`src/rtl/exc_pkg.sv`:
```
// Shared definitions for the exception entry controller.
// Assumes 64-bit words with big-endian bit numbering (bit 0 = MSB).
package exc_pkg;
    localparam int XLEN    = 64;
    localparam int CAUSE_W = 10;

    typedef enum logic [2:0] {
        K_NONE  = 3'd0,
        K_RESET = 3'd1,
        K_MCHK  = 3'd2,
        K_SYNC  = 3'd3,
        K_EXT   = 3'd4,
        K_DEC   = 3'd5
    } exc_kind_t;

    // Mask with ones over big-endian bits first..last.
    function automatic logic [XLEN-1:0] be_range(input int first, input int last);
        logic [XLEN-1:0] m;
        m = '0;
        for (int b = first; b <= last; b++) m[XLEN-1-b] = 1'b1;
        return m;
    endfunction
endpackage

```
`src/rtl/exc_arbiter.sv`:
```
// Fixed-priority selection of the exception to take this cycle.
// Assumes requests are levels sampled once per clock; ext_en is the
// external-enable flag of the current machine state.
module exc_arbiter
    import exc_pkg::*;
(
    input  logic      rst_req,
    input  logic      mchk_req,
    input  logic      sync_req,
    input  logic      ext_req,
    input  logic      dec_req,
    input  logic      ext_en,
    output exc_kind_t kind,
    output logic      sync_fault
);
    // Pick the winner; a blocked synchronous request raises a fault instead.
    always_comb begin
        kind       = K_NONE;
        sync_fault = 1'b0;
        if (rst_req)                 kind = K_RESET;
        else if (mchk_req)           kind = K_MCHK;
        else if (sync_req) begin
            if (ext_en)              kind = K_SYNC;
            else                     sync_fault = 1'b1;
        end
        else if (ext_req && ext_en)  kind = K_EXT;
        else if (dec_req && ext_en)  kind = K_DEC;
    end
endmodule

```
`src/rtl/exc_status_pack.sv`:
```
// Builds the saved status word and the replacement machine state.
// Assumes the two cause fields together are CAUSE_W bits wide.
module exc_status_pack
    import exc_pkg::*;
#(
    parameter int EE_BE    = 48,
    parameter int ME_BE    = 51,
    parameter int CA_FIRST = 33,
    parameter int CA_LAST  = 36,
    parameter int CB_FIRST = 42,
    parameter int CB_LAST  = 47
) (
    input  exc_kind_t            kind,
    input  logic [CAUSE_W-1:0]   cause,
    input  logic [XLEN-1:0]      cur_msr,
    output logic [XLEN-1:0]      srr1,
    output logic [XLEN-1:0]      new_msr
);
    localparam int CA_W   = CA_LAST - CA_FIRST + 1;
    localparam int CB_W   = CB_LAST - CB_FIRST + 1;
    localparam int CA_MSB = XLEN - 1 - CA_FIRST;
    localparam int CB_MSB = XLEN - 1 - CB_FIRST;
    localparam int EE_IDX = XLEN - 1 - EE_BE;
    localparam int ME_IDX = XLEN - 1 - ME_BE;
    localparam logic [XLEN-1:0] COPY_MASK =
        ~(be_range(CA_FIRST, CA_LAST) | be_range(CB_FIRST, CB_LAST));

    logic [XLEN-1:0] cause_bits;

    // Place the cause code into its two fields for synchronous entries.
    always_comb begin
        cause_bits = '0;
        if (kind == K_SYNC) begin
            cause_bits[CA_MSB -: CA_W] = cause[CAUSE_W-1 -: CA_W];
            cause_bits[CB_MSB -: CB_W] = cause[CB_W-1:0];
        end
    end

    // Merge the copied state bits with the cause fields.
    always_comb srr1 = (cur_msr & COPY_MASK) | cause_bits;

    // Derive the machine state installed on entry.
    always_comb begin
        new_msr         = cur_msr;
        new_msr[EE_IDX] = 1'b0;
        case (kind)
            K_RESET: new_msr = '0;
            K_MCHK:  new_msr[ME_IDX] = 1'b0;
            default: ;
        endcase
    end
endmodule

```
`src/rtl/exc_vector_gen.sv`:
```
// Maps an exception kind to its fetch address: base plus fixed offset.
// Assumes BASE leaves the low 12 bits free.
module exc_vector_gen
    import exc_pkg::*;
#(
    parameter logic [XLEN-1:0] BASE     = 64'h0000_0000_FFF0_0000,
    parameter logic [11:0]     OFF_RST  = 12'h100,
    parameter logic [11:0]     OFF_MCHK = 12'h200,
    parameter logic [11:0]     OFF_SYNC = 12'h700,
    parameter logic [11:0]     OFF_EXT  = 12'h500,
    parameter logic [11:0]     OFF_DEC  = 12'h900
) (
    input  exc_kind_t       kind,
    output logic [XLEN-1:0] vec
);
    logic [11:0] off;

    // Select the per-kind offset.
    always_comb begin
        case (kind)
            K_RESET: off = OFF_RST;
            K_MCHK:  off = OFF_MCHK;
            K_SYNC:  off = OFF_SYNC;
            K_EXT:   off = OFF_EXT;
            K_DEC:   off = OFF_DEC;
            default: off = 12'h000;
        endcase
    end

    // Add the offset to the base.
    always_comb vec = BASE + {{(XLEN-12){1'b0}}, off};
endmodule

```
`src/rtl/exc_entry_ctrl.sv`:
```
// Exception entry controller: arbitrates requests, captures resume
// address and status, installs new machine state and redirects fetch.
// Assumes all outputs are used one cycle after the deciding edge.
module exc_entry_ctrl
    import exc_pkg::*;
#(
    parameter logic [63:0] VEC_BASE = 64'h0000_0000_FFF0_0000,
    parameter int          EE_BE    = 48,
    parameter int          ME_BE    = 51
) (
    input  logic        clk,
    input  logic        rst_n,
    input  logic        sys_rst_req,
    input  logic        mchk_req,
    input  logic        sync_req,
    input  logic [9:0]  sync_cause,
    input  logic        ext_req,
    input  logic        dec_req,
    input  logic [63:0] cur_pc,
    input  logic [63:0] cur_msr,
    output logic        take_o,
    output logic [2:0]  kind_o,
    output logic [63:0] srr0_o,
    output logic [63:0] srr1_o,
    output logic [63:0] new_msr_o,
    output logic [63:0] fetch_pc_o,
    output logic        err_mode_o
);
    localparam int EE_IDX = XLEN - 1 - EE_BE;

    exc_kind_t       kind, kind_q;
    logic            sync_fault;
    logic [XLEN-1:0] srr1_d, new_msr_d, vec_d;

    exc_arbiter u_arb (
        .rst_req   (sys_rst_req),
        .mchk_req  (mchk_req),
        .sync_req  (sync_req),
        .ext_req   (ext_req),
        .dec_req   (dec_req),
        .ext_en    (cur_msr[EE_IDX]),
        .kind      (kind),
        .sync_fault(sync_fault)
    );

    exc_status_pack #(.EE_BE(EE_BE), .ME_BE(ME_BE)) u_pack (
        .kind   (kind),
        .cause  (sync_cause),
        .cur_msr(cur_msr),
        .srr1   (srr1_d),
        .new_msr(new_msr_d)
    );

    exc_vector_gen #(.BASE(VEC_BASE)) u_vec (
        .kind(kind),
        .vec (vec_d)
    );

    // Register the entry; saved state is only rewritten when an entry is taken.
    always_ff @(posedge clk) begin
        if (!rst_n) begin
            take_o     <= 1'b0;
            kind_q     <= K_NONE;
            srr0_o     <= '0;
            srr1_o     <= '0;
            new_msr_o  <= '0;
            fetch_pc_o <= '0;
        end else begin
            take_o <= (kind != K_NONE);
            kind_q <= kind;
            if (kind != K_NONE) begin
                srr0_o     <= cur_pc;
                srr1_o     <= srr1_d;
                new_msr_o  <= new_msr_d;
                fetch_pc_o <= vec_d;
            end
        end
    end

    // Sticky error mode: set by a blocked synchronous request, cleared by reset entry.
    always_ff @(posedge clk) begin
        if (!rst_n)                err_mode_o <= 1'b0;
        else if (sync_fault)       err_mode_o <= 1'b1;
        else if (kind == K_RESET)  err_mode_o <= 1'b0;
    end

    assign kind_o = kind_q;
endmodule

```
`config.mk`:
```
export PLATFORM = sky130hd
export DESIGN_NAME = exc_entry_ctrl
export DESIGN_NICKNAME = d
export VERILOG_FILES = /design/src/rtl/exc_pkg.sv /design/src/rtl/exc_arbiter.sv /design/src/rtl/exc_status_pack.sv /design/src/rtl/exc_vector_gen.sv /design/src/rtl/exc_entry_ctrl.sv
export SDC_FILE = /design/constraint.sdc
export NUM_CORES = 1
export LEC_CHECK = 0
export ABC_AREA = 1
export BUFFER_PORTS_ARGS = -buffer_cell sky130_fd_sc_hd__buf_2
export CAP_MARGIN = 20
export CORE_MARGIN = 10
export CORE_UTILIZATION = 47
export DETAILED_ROUTE_END_ITERATION = 12
export HOLD_SLACK_MARGIN = 0.12
export MAX_ROUTING_LAYER = met4
export PLACE_DENSITY = 0.72
export REMOVE_ABC_BUFFERS = 1
export SLEW_MARGIN = 20
export SYNTH_ARGS = -nofsm -noshare
export SYNTH_HDL_FRONTEND = slang
export SYNTH_HIERARCHICAL = 1
export SYNTH_SLANG_ARGS = --single-unit
```
`constraint.sdc`:
```
create_clock -name clk -period 2.3 [get_ports clk]
set_clock_uncertainty 0.1 [all_clocks]
set_input_delay 0.23 -clock clk [delete_from_list [all_inputs] [get_ports clk]]
set_output_delay 0.23 -clock clk [all_outputs]
set_load 0.005 [all_outputs]
```
# ---- Word level (Yosys, flattened, before mapping)
# Cells that the tools add are included.
dict set report word_totals {
  ff_bits 261
  in_bits 145
  wordCells 37
  output_inout_bits 261
}
dict set report op_classes {
  n_bitwise 1
  n_eq_ne 5
  addsub 1
  muxes 18
  n_reduce_logical 5
}
# operator n
set op_table {}
lappend op_table {{64-bit by 31-bit OR with 64-bit output} 1}
lappend op_table {{12-bit case mux with 5 select lines} 1}
lappend op_table {{51-bit two-way mux} 1}
lappend op_table {{32-bit by 12-bit adder with 33-bit output (first input constant)} 1}
lappend op_table {{3-bit two-way mux} 5}
lappend op_table {{12-bit two-way mux} 1}
lappend op_table {{1-bit two-way mux} 7}
lappend op_table {{3-bit by 2-bit equality test with 1-bit output (second input constant)} 2}
lappend op_table {{3-bit equality test (second input constant)} 2}
lappend op_table {{6-bit two-way mux} 1}
lappend op_table {{4-bit two-way mux} 1}
lappend op_table {{3-bit by 1-bit equality test with 1-bit output (second input constant)} 1}
lappend op_table {{3-bit nonzero test} 1}
lappend op_table {{1-bit logical AND} 2}
lappend op_table {{2-bit two-way mux} 1}
lappend op_table {{2-bit nonzero test} 1}
lappend op_table {{2-bit OR reduction} 1}

# ---- Logic depth before layout (Yosys ltp)
# Gate-level depths: netlist of the first run.
dict set report logic_depth {
  ltp_word 9
  depth_mapped 13
  mapped_depth_nobuf 12
}

# ---- Cells and area by module
# The synthesis of the first run kept the hierarchy.
# module n_inst seq_area_each_um2 cells_each area_each_um2
set modules_own_cells {}
lappend modules_own_cells {exc_entry_ctrl 1 5225.0 1414 10605.2}
lappend modules_own_cells {exc_status_pack 1 0.0 216 1108.6}
lappend modules_own_cells {exc_vector_gen 1 0.0 73 504.2}
lappend modules_own_cells {exc_arbiter 1 0.0 13 67.6}

# ---- Worst setup path after synthesis of the first run
# No wires, ideal clock.
dict set report synth_path {
  path_type {input port to flip-flop}
  from {input sync_req}
  to {register srr0_o[30]}
  t_arrival_ns 1.688
  n_path_buf 2
  setup_slack_ns 0.448
  setup_ns 0.064
  t_required_ns 2.136
  path_stages 8
  path_cell_list {nand2_1 a21oi_1 clkinv_1 buf_2 buf_1 nand3b_1 nand2_1 nor2_1}
}
dict set report synth_via {
  elab_chain_cells 4
}
# item line
set synth_rtl {}
lappend synth_rtl {{start: declaration} exc_entry_ctrl.sv:15} ;# input logic sync_req,
lappend synth_rtl {{3-bit two-way mux} exc_arbiter.sv:22} ;# else if (sync_req) begin
lappend synth_rtl {{3-bit two-way mux} exc_arbiter.sv:21} ;# else if (mchk_req) kind = K_MCHK;
lappend synth_rtl {{3-bit two-way mux} exc_arbiter.sv:20} ;# if (rst_req) kind = K_RESET;
lappend synth_rtl {{net kind[1]} exc_entry_ctrl.sv:31} ;# exc_kind_t kind, kind_q;
lappend synth_rtl {{3-bit nonzero test} exc_entry_ctrl.sv:71} ;# if (kind != K_NONE) begin
lappend synth_rtl {{end signal: assignment} exc_entry_ctrl.sv:72} ;# srr0_o <= cur_pc;
lappend synth_rtl {{end: declaration} exc_entry_ctrl.sv:23} ;# output logic [63:0] srr0_o,
# The timed path passes the listed nets, and every way through them passes these cells.
# A chain may end at the register's enable or synchronous reset.

# ---- Worst setup path after layout of the first run
dict set report layout_path {
  from {input sync_req}
  to {register srr0_o[57]}
}
# Same word-level chain as after synthesis.

==> flow_metrics.tcl, run 1 <==
set metrics [dict create \
    wl_um 39800 \
    core_area_um2 25900 \
    post-route-min-period_ns 2.00 \
    layout.nets 2344 \
    instances_no_fill 2555 \
    ys_seq_area_frac 0.425 \
    p_int_mw 8.73 \
    dr.first_iter.drc_count 809 \
    pwr-share-seq 0.425 \
    powerDensity_nw_per_um2 709 \
    viasPerCell 4.80 \
    clk_pin_slew_ns 0.06 \
    drive_gt1_frac 0.241 \
    netlist_area_um2 12300 \
    grt_max_degree 64 \
    synth_ff_type "dfxtp_1" \
    slew_violations 0 \
    vias 12255 \
    fin_crit_sh 0.867 \
    grt_overflow_total 0 \
    syn2layout_area_growth_pct 37.5 \
    maxCapViolations 0 \
    gp_congestion 0.855 \
    numCtsBuffers 28 \
    initial_utilization 0.474 \
    cp.required_ns 2.62 \
    synthTopCellsByCount "nor2_1 (528), nand2_1 (322), dfxtp_1 (261)" \
    yosys.area.top_type "dfxtp_1" \
    placed_cell_area_um2 14200 \
    rrSetupSlack_ns 0.91 \
    nFillCells 2094 \
    min_path_type "input pin to flip-flop" \
    end_kind "flip-flop" \
    cts_tree "yes" \
    ios 406 \
    peakVddDrop_uv 657 \
    synth_edf_count 0 \
    switching_share 0.272 \
    finalHoldViolations 0 \
    power_leakage_nw 8.84 \
    clkSinkCount 261 \
    finalSetupViolations 0 \
    final_area_um2 16900 \
    antenna_found_initial 3 \
    switching_power_mw 3.25 \
    drc 0 \
    synth_top_area_share 0.425 \
    crit_path_max_fanout 24 \
    synth_area_leaders "dfxtp_1 (43%), nor2_1 (16%), nand3b_1 (16%)" \
    synthCells 1716 \
    rsz0062_at_grt "false" \
    worst_slack_ns 0.305 \
    yosys_warnings 6 \
    grt_pass1_wl_um 62300 \
    ant_nets 0 \
    syn_area_per_cell_um2 7.16 \
    arrival_ns 2.31 \
    cp-start-kind "input pin" \
    comb_power_share 0.208 \
    async_reset_ff_frac 0 \
    dp_hpwl_um 25000 \
    synth-seq-cells 261 \
    core.rowCount 59 \
    outcome "completed" \
    fin_tns_setup_ns 0 \
    port_buffers 405 \
    p_total_mw 12.0 \
    drtPass1Iterations 5 \
    critical_path_class "input pin to flip-flop" \
    dpl.cell_count 2327 \
    insertion_delay_ns 0.53 \
    die_height_um 182 \
    synth_most_common_cell "nor2_1" \
    die_area_um2 33000 \
    drt-wirelength-per-cell_um 15.6 \
    fmax_mhz 501 \
    track_usage 0.227 \
    synth_cell_types 24 \
    cts.htree.levels 1 \
    grt_pass1_vias 12018 \
    die_w_um 182 \
    slew-limit-headroom 0.577 \
    dp_slack_ns 0.269 \
    ff_latch_area_um2 5230 \
    tightest_slew_ns 0.634 \
    multiInputGateArea_um2 5530 \
    p_clk_frac 0.368 \
    cts.path.max_buffers 3 \
    cts-root-buf "clkbuf_16" \
]
[metrics by stage]
step	hold slack, ns	utilization
finish	0.157	0.652
CTS	0.131	0.645
global placement	0.336	0.547
detailed placement	0.343	0.547
global route	0.195	0.652
floorplan	0.228	-
[per-layer routing]
layer  wire, µm  GRT usage  part of all wire  up-vias
li1           -          -                 -     6050
met1      15700      0.258              0.39     5533
met2      18400      0.368              0.46      568
met3       3910     0.0658             0.098      104
met4       1830     0.0957             0.046        0
met5          0          -                 0        -
[placed cells by master, fill, tap and decap left out]
cell type and instances:
nor3_4 2, diode_2 3, o21ai_1 2, nand2_1 322
clkbuf_1 6, clkbuf_16 32, buf_2 404, nor3_1 1
nand3b_1 256, inv_1 79, nand3_1 3, buf_6 6
nor3b_2 1, buf_4 31, nand2_2 10, clkinv_2 5
bufinv_16 1, nor2_1 527, nor2_4 1, a21oi_1 2
buf_12 23, nand2_4 1, conb_1 61, nand3_2 1
nor2_2 2, dlygate4sd3_1 162, clkbuf_8 7, inv_2 7
inv_6 1, dfxtp_1 261
[final timing paths]
kind | depth (start not counted) | from | end
max reg2reg | 4 | srr0_o[57]$_SDFFE_PN0P_ | srr0_o[57]$_SDFFE_PN0P_
min reg2reg | 2 | err_mode_o$_SDFFE_PN0P_ | err_mode_o$_SDFFE_PN0P_
min | 6 | sys_rst_req | err_mode_o$_SDFFE_PN0P_
max | 13 | sync_req | srr0_o[57]$_SDFFE_PN0P_
[kinds of logic after synthesis]
logic type	after synthesis	share of synthesized area
AO/OA/AOI/OAI	4	0.00163
buffers and inverters	321	0.144
other	3	0.000917
AND/OR/NAND/NOR	1127	0.428
flip-flops	261	0.425
[flip-flops by register name (all words and copies together), names as in the netlist]
register / count
new_msr_o: 64
fetch_pc_o: 64
err_mode_o: 1
srr0_o: 64
srr1_o: 64
kind_o: 3
take_o: 1
[power groups by stage]
stage / sequential [mW] / combinational [mW] / clock, mW
finish: 5.08 / 2.49 / 4.40
global route: 5.12 / 2.77 / 4.67
detailed placement: 5.17 / 2.16 / 0
floorplan: 5.20 / 1.23 / 0
global placement: 5.16 / 2.13 / 0
CTS: 5.08 / 2.41 / 4.50
[worst max-delay path, cell delays in order]
cell	delay, ns
buf_2	0.13
nand2_1	0.10
nand2_1	0.06
nand2_1	0.05
nand2_1	0.12
buf_4	0.20
nor2_4	0.17
buf_12	0.19
buf_6	0.23
nand3b_1	0.11
nand2_1	0.08
nor2_1	0.06
dlygate4sd3_1	0.57
[what timing repair did]
item,CTS,global route
hold buffers,162,1
setup endpoints to repair,0,17
setup buffers,0,11
endpoints found under the hold margin,213,1
gates resized for setup,0,5
[final cells by class]
| cell class | instances | share of cell area |
|---|---|---|
| Sequential cell | 261 | 0.309 |
| Multi-Input combinational cell | 1192 | 0.327 |
| Timing Repair Buffer | 629 | 0.265 |
| Clock inverter | 6 | 0.00326 |
| Inverter | 87 | 0.0196 |
| Clock buffer | 42 | 0.0500 |
| Tap cell | 335 | 0.0248 |
| Antenna cell | 3 | 0.000444 |
No activity file was read; power rests on OpenSTA's default activity.
==> run 2: changes to the inputs <==
Settings changed: BUFFER_PORTS_ARGS -buffer_cell sky130_fd_sc_hd__buf_2 to default, DONT_BUFFER_PORTS from default to 1, PLACE_DENSITY 0.72 to 0.59.
==> run 2 against run 1 <==
  * Fmax decreased by 2.5%
  * Power decreased by 3.8%
  * Sequential share of layout area increased by 2.3 points
  * Via count decreased by 9.5%
  * Sequential cell count unchanged
  * Routed wire length decreased by 2.9%
  * Register-to-register slack got worse by 0.04 ns
  * Combinational power decreased by 21%
  * Non-clock buffer count decreased by 303
  * Largest power group unchanged
==> flow_metrics.tcl, run 2 (synthesized netlist as in run 1, its figures left out) <==
set metrics [dict create \
    drt-wirelength-per-cell_um 17.2 \
    vias 11086 \
    finalSetupViolations 0 \
    cts.htree.levels 1 \
    post-route-min-period_ns 2.05 \
    instances_no_fill 2254 \
    finalHoldWorstSlack_ns 0.175 \
    layout_common_cells "nor2_1 (527), nand2_1 (322), dlygate4sd3_1 (296), dfxtp_1 (261), nand3b_1 (256)" \
    grt_pass1_vias 10830 \
    grt_max_degree 153 \
    drtPass1Iterations 5 \
    syn2layout_area_growth_pct 27.9 \
    fmax_mhz 489 \
    maxCapViolations 0 \
    cts_tree "yes" \
    dp_slack_ns 0.374 \
    cts-root-buf "clkbuf_16" \
    dp_hpwl_um 22500 \
    rsz0062_at_grt "false" \
    port_buffers 0 \
    tightest_slew_ns 0.544 \
    insertion_delay_ns 0.52 \
    grt_pass1_wl_um 60300 \
    slew-limit-headroom 0.637 \
    numCtsBuffers 29 \
    die_area_um2 33000 \
    cp-start-kind "input pin" \
    finalHoldViolations 0 \
    initial_utilization 0.474 \
    ant_nets 0 \
    viasPerCell 4.92 \
    peakVddDrop_uv 601 \
    dpl.cell_count 1902 \
    dr.first_iter.drc_count 564 \
    min_path_type "input pin to flip-flop" \
    gp_congestion 0.793 \
    power_leakage_nw 7.43 \
    critical_path_class "input pin to flip-flop" \
    clkSinkCount 261 \
    wl_um 38700 \
    arrival_ns 2.42 \
    antenna_found_initial 1 \
    die_height_um 182 \
    clk_pin_slew_ns 0.06 \
    drive_gt1_frac 0.0511 \
    powerDensity_nw_per_um2 733 \
    grt_overflow_total 0 \
    layout.nets 2042 \
    final_area_um2 15700 \
    die_w_um 182 \
    outcome "completed" \
    slew_violations 0 \
    crit_path_max_fanout 10 \
    ios 406 \
    worst_slack_ns 0.253 \
    core.rowCount 59 \
    track_usage 0.225 \
    core_area_um2 25900 \
    end_kind "flip-flop" \
    drc 0 \
    cts.path.max_buffers 3 \
    layout_commonest_cell "nor2_1" \
    placed_cell_area_um2 11800 \
    cp.required_ns 2.67 \
    fin_crit_sh 0.890 \
]
run 2: cell count changes in the layout (fill, tap and decap cells not counted), moves of 4 or more:
cell | before | now
buf_2 | 404 | 0
dlygate4sd3_1 | 162 | 296
buf_4 | 31 | 18
buf_12 | 23 | 11
buf_6 | 6 | 0
clkbuf_1 | 6 | 10
run 2: routing by layer:
layer  wire length, µm  vias to the layer above  track usage  part of all wire
met2             18600                      424        0.368              0.48
met1             14500                     5126        0.248              0.37
met4              1320                        0       0.0700             0.034
met5                 0                        -            -                 0
li1                  -                     5457            -                 -
met3              4320                       79       0.0877              0.11
run 2: critical path, stage by stage:
cell           delay (ns)
inv_1                0.02
nand3_1              0.06
nand2_1              0.05
nand2_1              0.05
nand2_1              0.27
nor3_4               0.27
buf_4                0.22
nor2_1               0.05
dlygate4sd3_1        0.55
nor2_1               0.09
dlygate4sd3_1        0.55
run 2: final cells by class:
type | instances | area [µm²]
diodes | 1 | 2.50
clock buffers | 43 | 818
clock inverters | 9 | 52.6
fillers | 2239 | 10200
inverters | 87 | 332
multi-input cells | 1192 | 5520
flip-flops and latches | 261 | 5230
well taps | 335 | 419
repair buffers | 326 | 3350
run 2: worst paths after layout:
| path | from | to | slack [ns] | depth (start not counted) |
|---|---|---|---|---|
| min | sys_rst_req | fetch_pc_o[10]$_SDFFE_PN0P_ | 0.18 | 7 |
| min reg2reg | fetch_pc_o[54]$_SDFFE_PN0P_ | fetch_pc_o[54]$_SDFFE_PN0P_ | 0.50 | 3 |
| max | ext_req | srr1_o[15]$_SDFFE_PN0P_ | 0.25 | 11 |
| max reg2reg | srr1_o[49]$_SDFFE_PN0P_ | srr1_o[49]$_SDFFE_PN0P_ | 0.87 | 4 |
run 2: what timing repair did:
action | 4_1_cts | 5_1_grt
buffers inserted | 0 | 2
endpoints found under the setup margin | 0 | 1
hold buffers | 297 | 0
resized for setup | 0 | 0
hold endpoints to repair | 261 | 0
run 2: where the power goes:
group          total, mW  switching (mW)  internal (mW)
clock               4.27            1.82           2.45
sequential          5.28           0.363           4.91
combinational       1.97           0.966           1.00
total               11.5            3.15           8.36
run 2: metrics by stage:
stage           util  power, mW  setup TNS, ns
3_5_place_dp   0.457       6.73              0
5_1_grt        0.607       12.1              0
4_1_cts        0.606       11.6              0
2_1_floorplan      -       6.42       -1670.05
3_3_place_gp   0.457       6.70              0
6_report       0.607       11.5              0
==> run 3: changes to the inputs <==
Settings changed: CORE_UTILIZATION 47 to 35, PLACE_DENSITY 0.59 to 0.55.
==> run 3 against run 2 <==
  * Power is 1.7% higher
  * Sequential power hardly changed
  * Critical path depth is 2 lower
  * Sequential share of layout area is 0.51 points lower
  * Sequential cell count stayed put
  * Critical path type unchanged
  * Highest routed layer unchanged
==> flow_metrics.tcl, run 3 (synthesized netlist as in run 1, its figures left out) <==
set metrics [dict create \
    maxCapViolations 0 \
    powerDensity_nw_per_um2 734 \
    finalSetupViolations 0 \
    slew_violations 0 \
    cts.path.max_buffers 3 \
    post-route-min-period_ns 2.15 \
    ios 406 \
    die_area_um2 43000 \
    die_height_um 207 \
    cts-root-buf "clkbuf_16" \
    vias 10983 \
    ff_latch_area_um2 5230 \
    fin_tns_setup_ns 0 \
    antenna_found_initial 0 \
    timing.rr.start "srr1_o[53]$_SDFFE_PN0P_" \
    slowest_stage "dlygate4sd3_1" \
    track_usage 0.177 \
    drive_gt1_frac 0.0497 \
    critical_path_class "input pin to flip-flop" \
    port_buffers 0 \
    clk_pin_slew_ns 0.06 \
    dp_hpwl_um 23100 \
    multiInputGateArea_um2 5520 \
    drtPass1Iterations 5 \
    p_total_mw 11.7 \
    wl_um 39400 \
    syn2layout_area_growth_pct 29.9 \
    final_core_util 0.461 \
    grt_pass1_wl_um 62300 \
    crit_top_cell "dlygate4sd3_1" \
    ant_nets 0 \
    dr.first_iter.drc_count 654 \
    layout_commonest_cell "nor2_1" \
    drt-wirelength-per-cell_um 16.6 \
    cp-start-kind "input pin" \
    end_kind "flip-flop" \
    instances_no_fill 2365 \
    fmax_mhz 465 \
    grt_overflow_total 0 \
    peakVddDrop_uv 801 \
    min_from "sys_rst_req" \
    core.rowCount 68 \
    final_area_um2 16000 \
    initial_utilization 0.355 \
    power_leakage_nw 7.47 \
    viasPerCell 4.64 \
    rsz0062_at_grt "false" \
    nFillCells 3230 \
    slew-limit-headroom 0.597 \
    grt_pass1_vias 10818 \
    core_area_um2 34600 \
    cp.required_ns 2.62 \
    numCtsBuffers 29 \
    cts_resized 0 \
    n_antenna_cell 0 \
    dpl.cell_count 2019 \
    path_cells "dlygate4sd3_1 -> a21oi_1 -> buf_4 -> inv_6 -> buf_12 -> nand3b_1 -> nand2_1 -> nor2_1 -> dlygate4sd3_1" \
    layout.nets 2039 \
    min_path_type "input pin to flip-flop" \
    clkSinkCount 261 \
    max_stage_delay_ns 0.56 \
    crit_path_max_fanout 76 \
    die_w_um 207 \
    grt_max_degree 153 \
    fin_crit_sh 0.935 \
    finalHoldViolations 0 \
    gp_congestion 0.824 \
    path_buf_inv 5 \
    tightest_slew_ns 0.604 \
    drc 0 \
    arrival_ns 2.47 \
    cts_tree "yes" \
    layout_common_cells "nor2_1 (527), nand2_1 (322), dlygate4sd3_1 (296), dfxtp_1 (261), nand3b_1 (256)" \
    crit_family "buffers and inverters" \
    placed_cell_area_um2 12000 \
    cts.htree.levels 1 \
    insertion_delay_ns 0.54 \
    outcome "completed" \
    critPathLaunch "sys_rst_req" \
]
## run 3: cell count changes in the layout (fill, tap and decap cells not counted), sizes merged
cell,change
buf,-4
bufinv,+1
clkbuf,-1
clkinv,-1
clkinvlp,-3
diode,-1
## run 3: final timing paths
check	endpoint	slack, ns	cells past startpoint
max	srr0_o[12]$_SDFFE_PN0P_	0.15	9
min	kind_o[0]$_SDFF_PN0_	0.21	4
max reg2reg	srr1_o[53]$_SDFFE_PN0P_	0.84	4
min reg2reg	fetch_pc_o[52]$_SDFFE_PN0P_	0.50	3
## run 3: through the flow
step           hold WS [ns]  setup WS, ns
6_report              0.213         0.149
5_1_grt               0.232        0.0402
4_1_cts               0.175         0.125
3_5_place_dp          0.259         0.303
3_3_place_gp          0.252         0.311
2_1_floorplan         0.228         -6.49
## run 3: layout make-up
class                      count  area share
multi-input combinational   1192       0.346
clock inverter                 6     0.00345
timing repair buffer         323       0.214
tap                          455      0.0357
sequential                   261       0.327
inverter                      87      0.0208
clock buffer                  41      0.0527
## run 3: routing by layer
layer  track usage  routed length, µm  up-vias
met5             -                  0        -
met4        0.0469               1030        0
met3        0.0736               4140       61
met2         0.287              18900      392
met1         0.198              15300     5090
li1              -                  -     5440
## run 3: repair_timing
| action | in CTS | in global routing |
|---|---|---|
| buffers inserted | 0 | 1 |
| hold buffers | 297 | 0 |
| endpoints found under the setup margin | 0 | 7 |
| hold endpoints to repair | 261 | 0 |
## run 3: power breakdown
part | switching (mW) | internal (mW) | total (mW)
clock network | 1.83 | 2.61 | 4.44
registers | 0.364 | 4.92 | 5.28
logic | 0.974 | 1.02 | 2.00
total | 3.16 | 8.55 | 11.7
## run 3: tightest hold or removal path, stage by stage
cell and delay, ns:
inv_1 0.05, nand2_1 0.28, nand2_1 0.19, inv_1 0.05
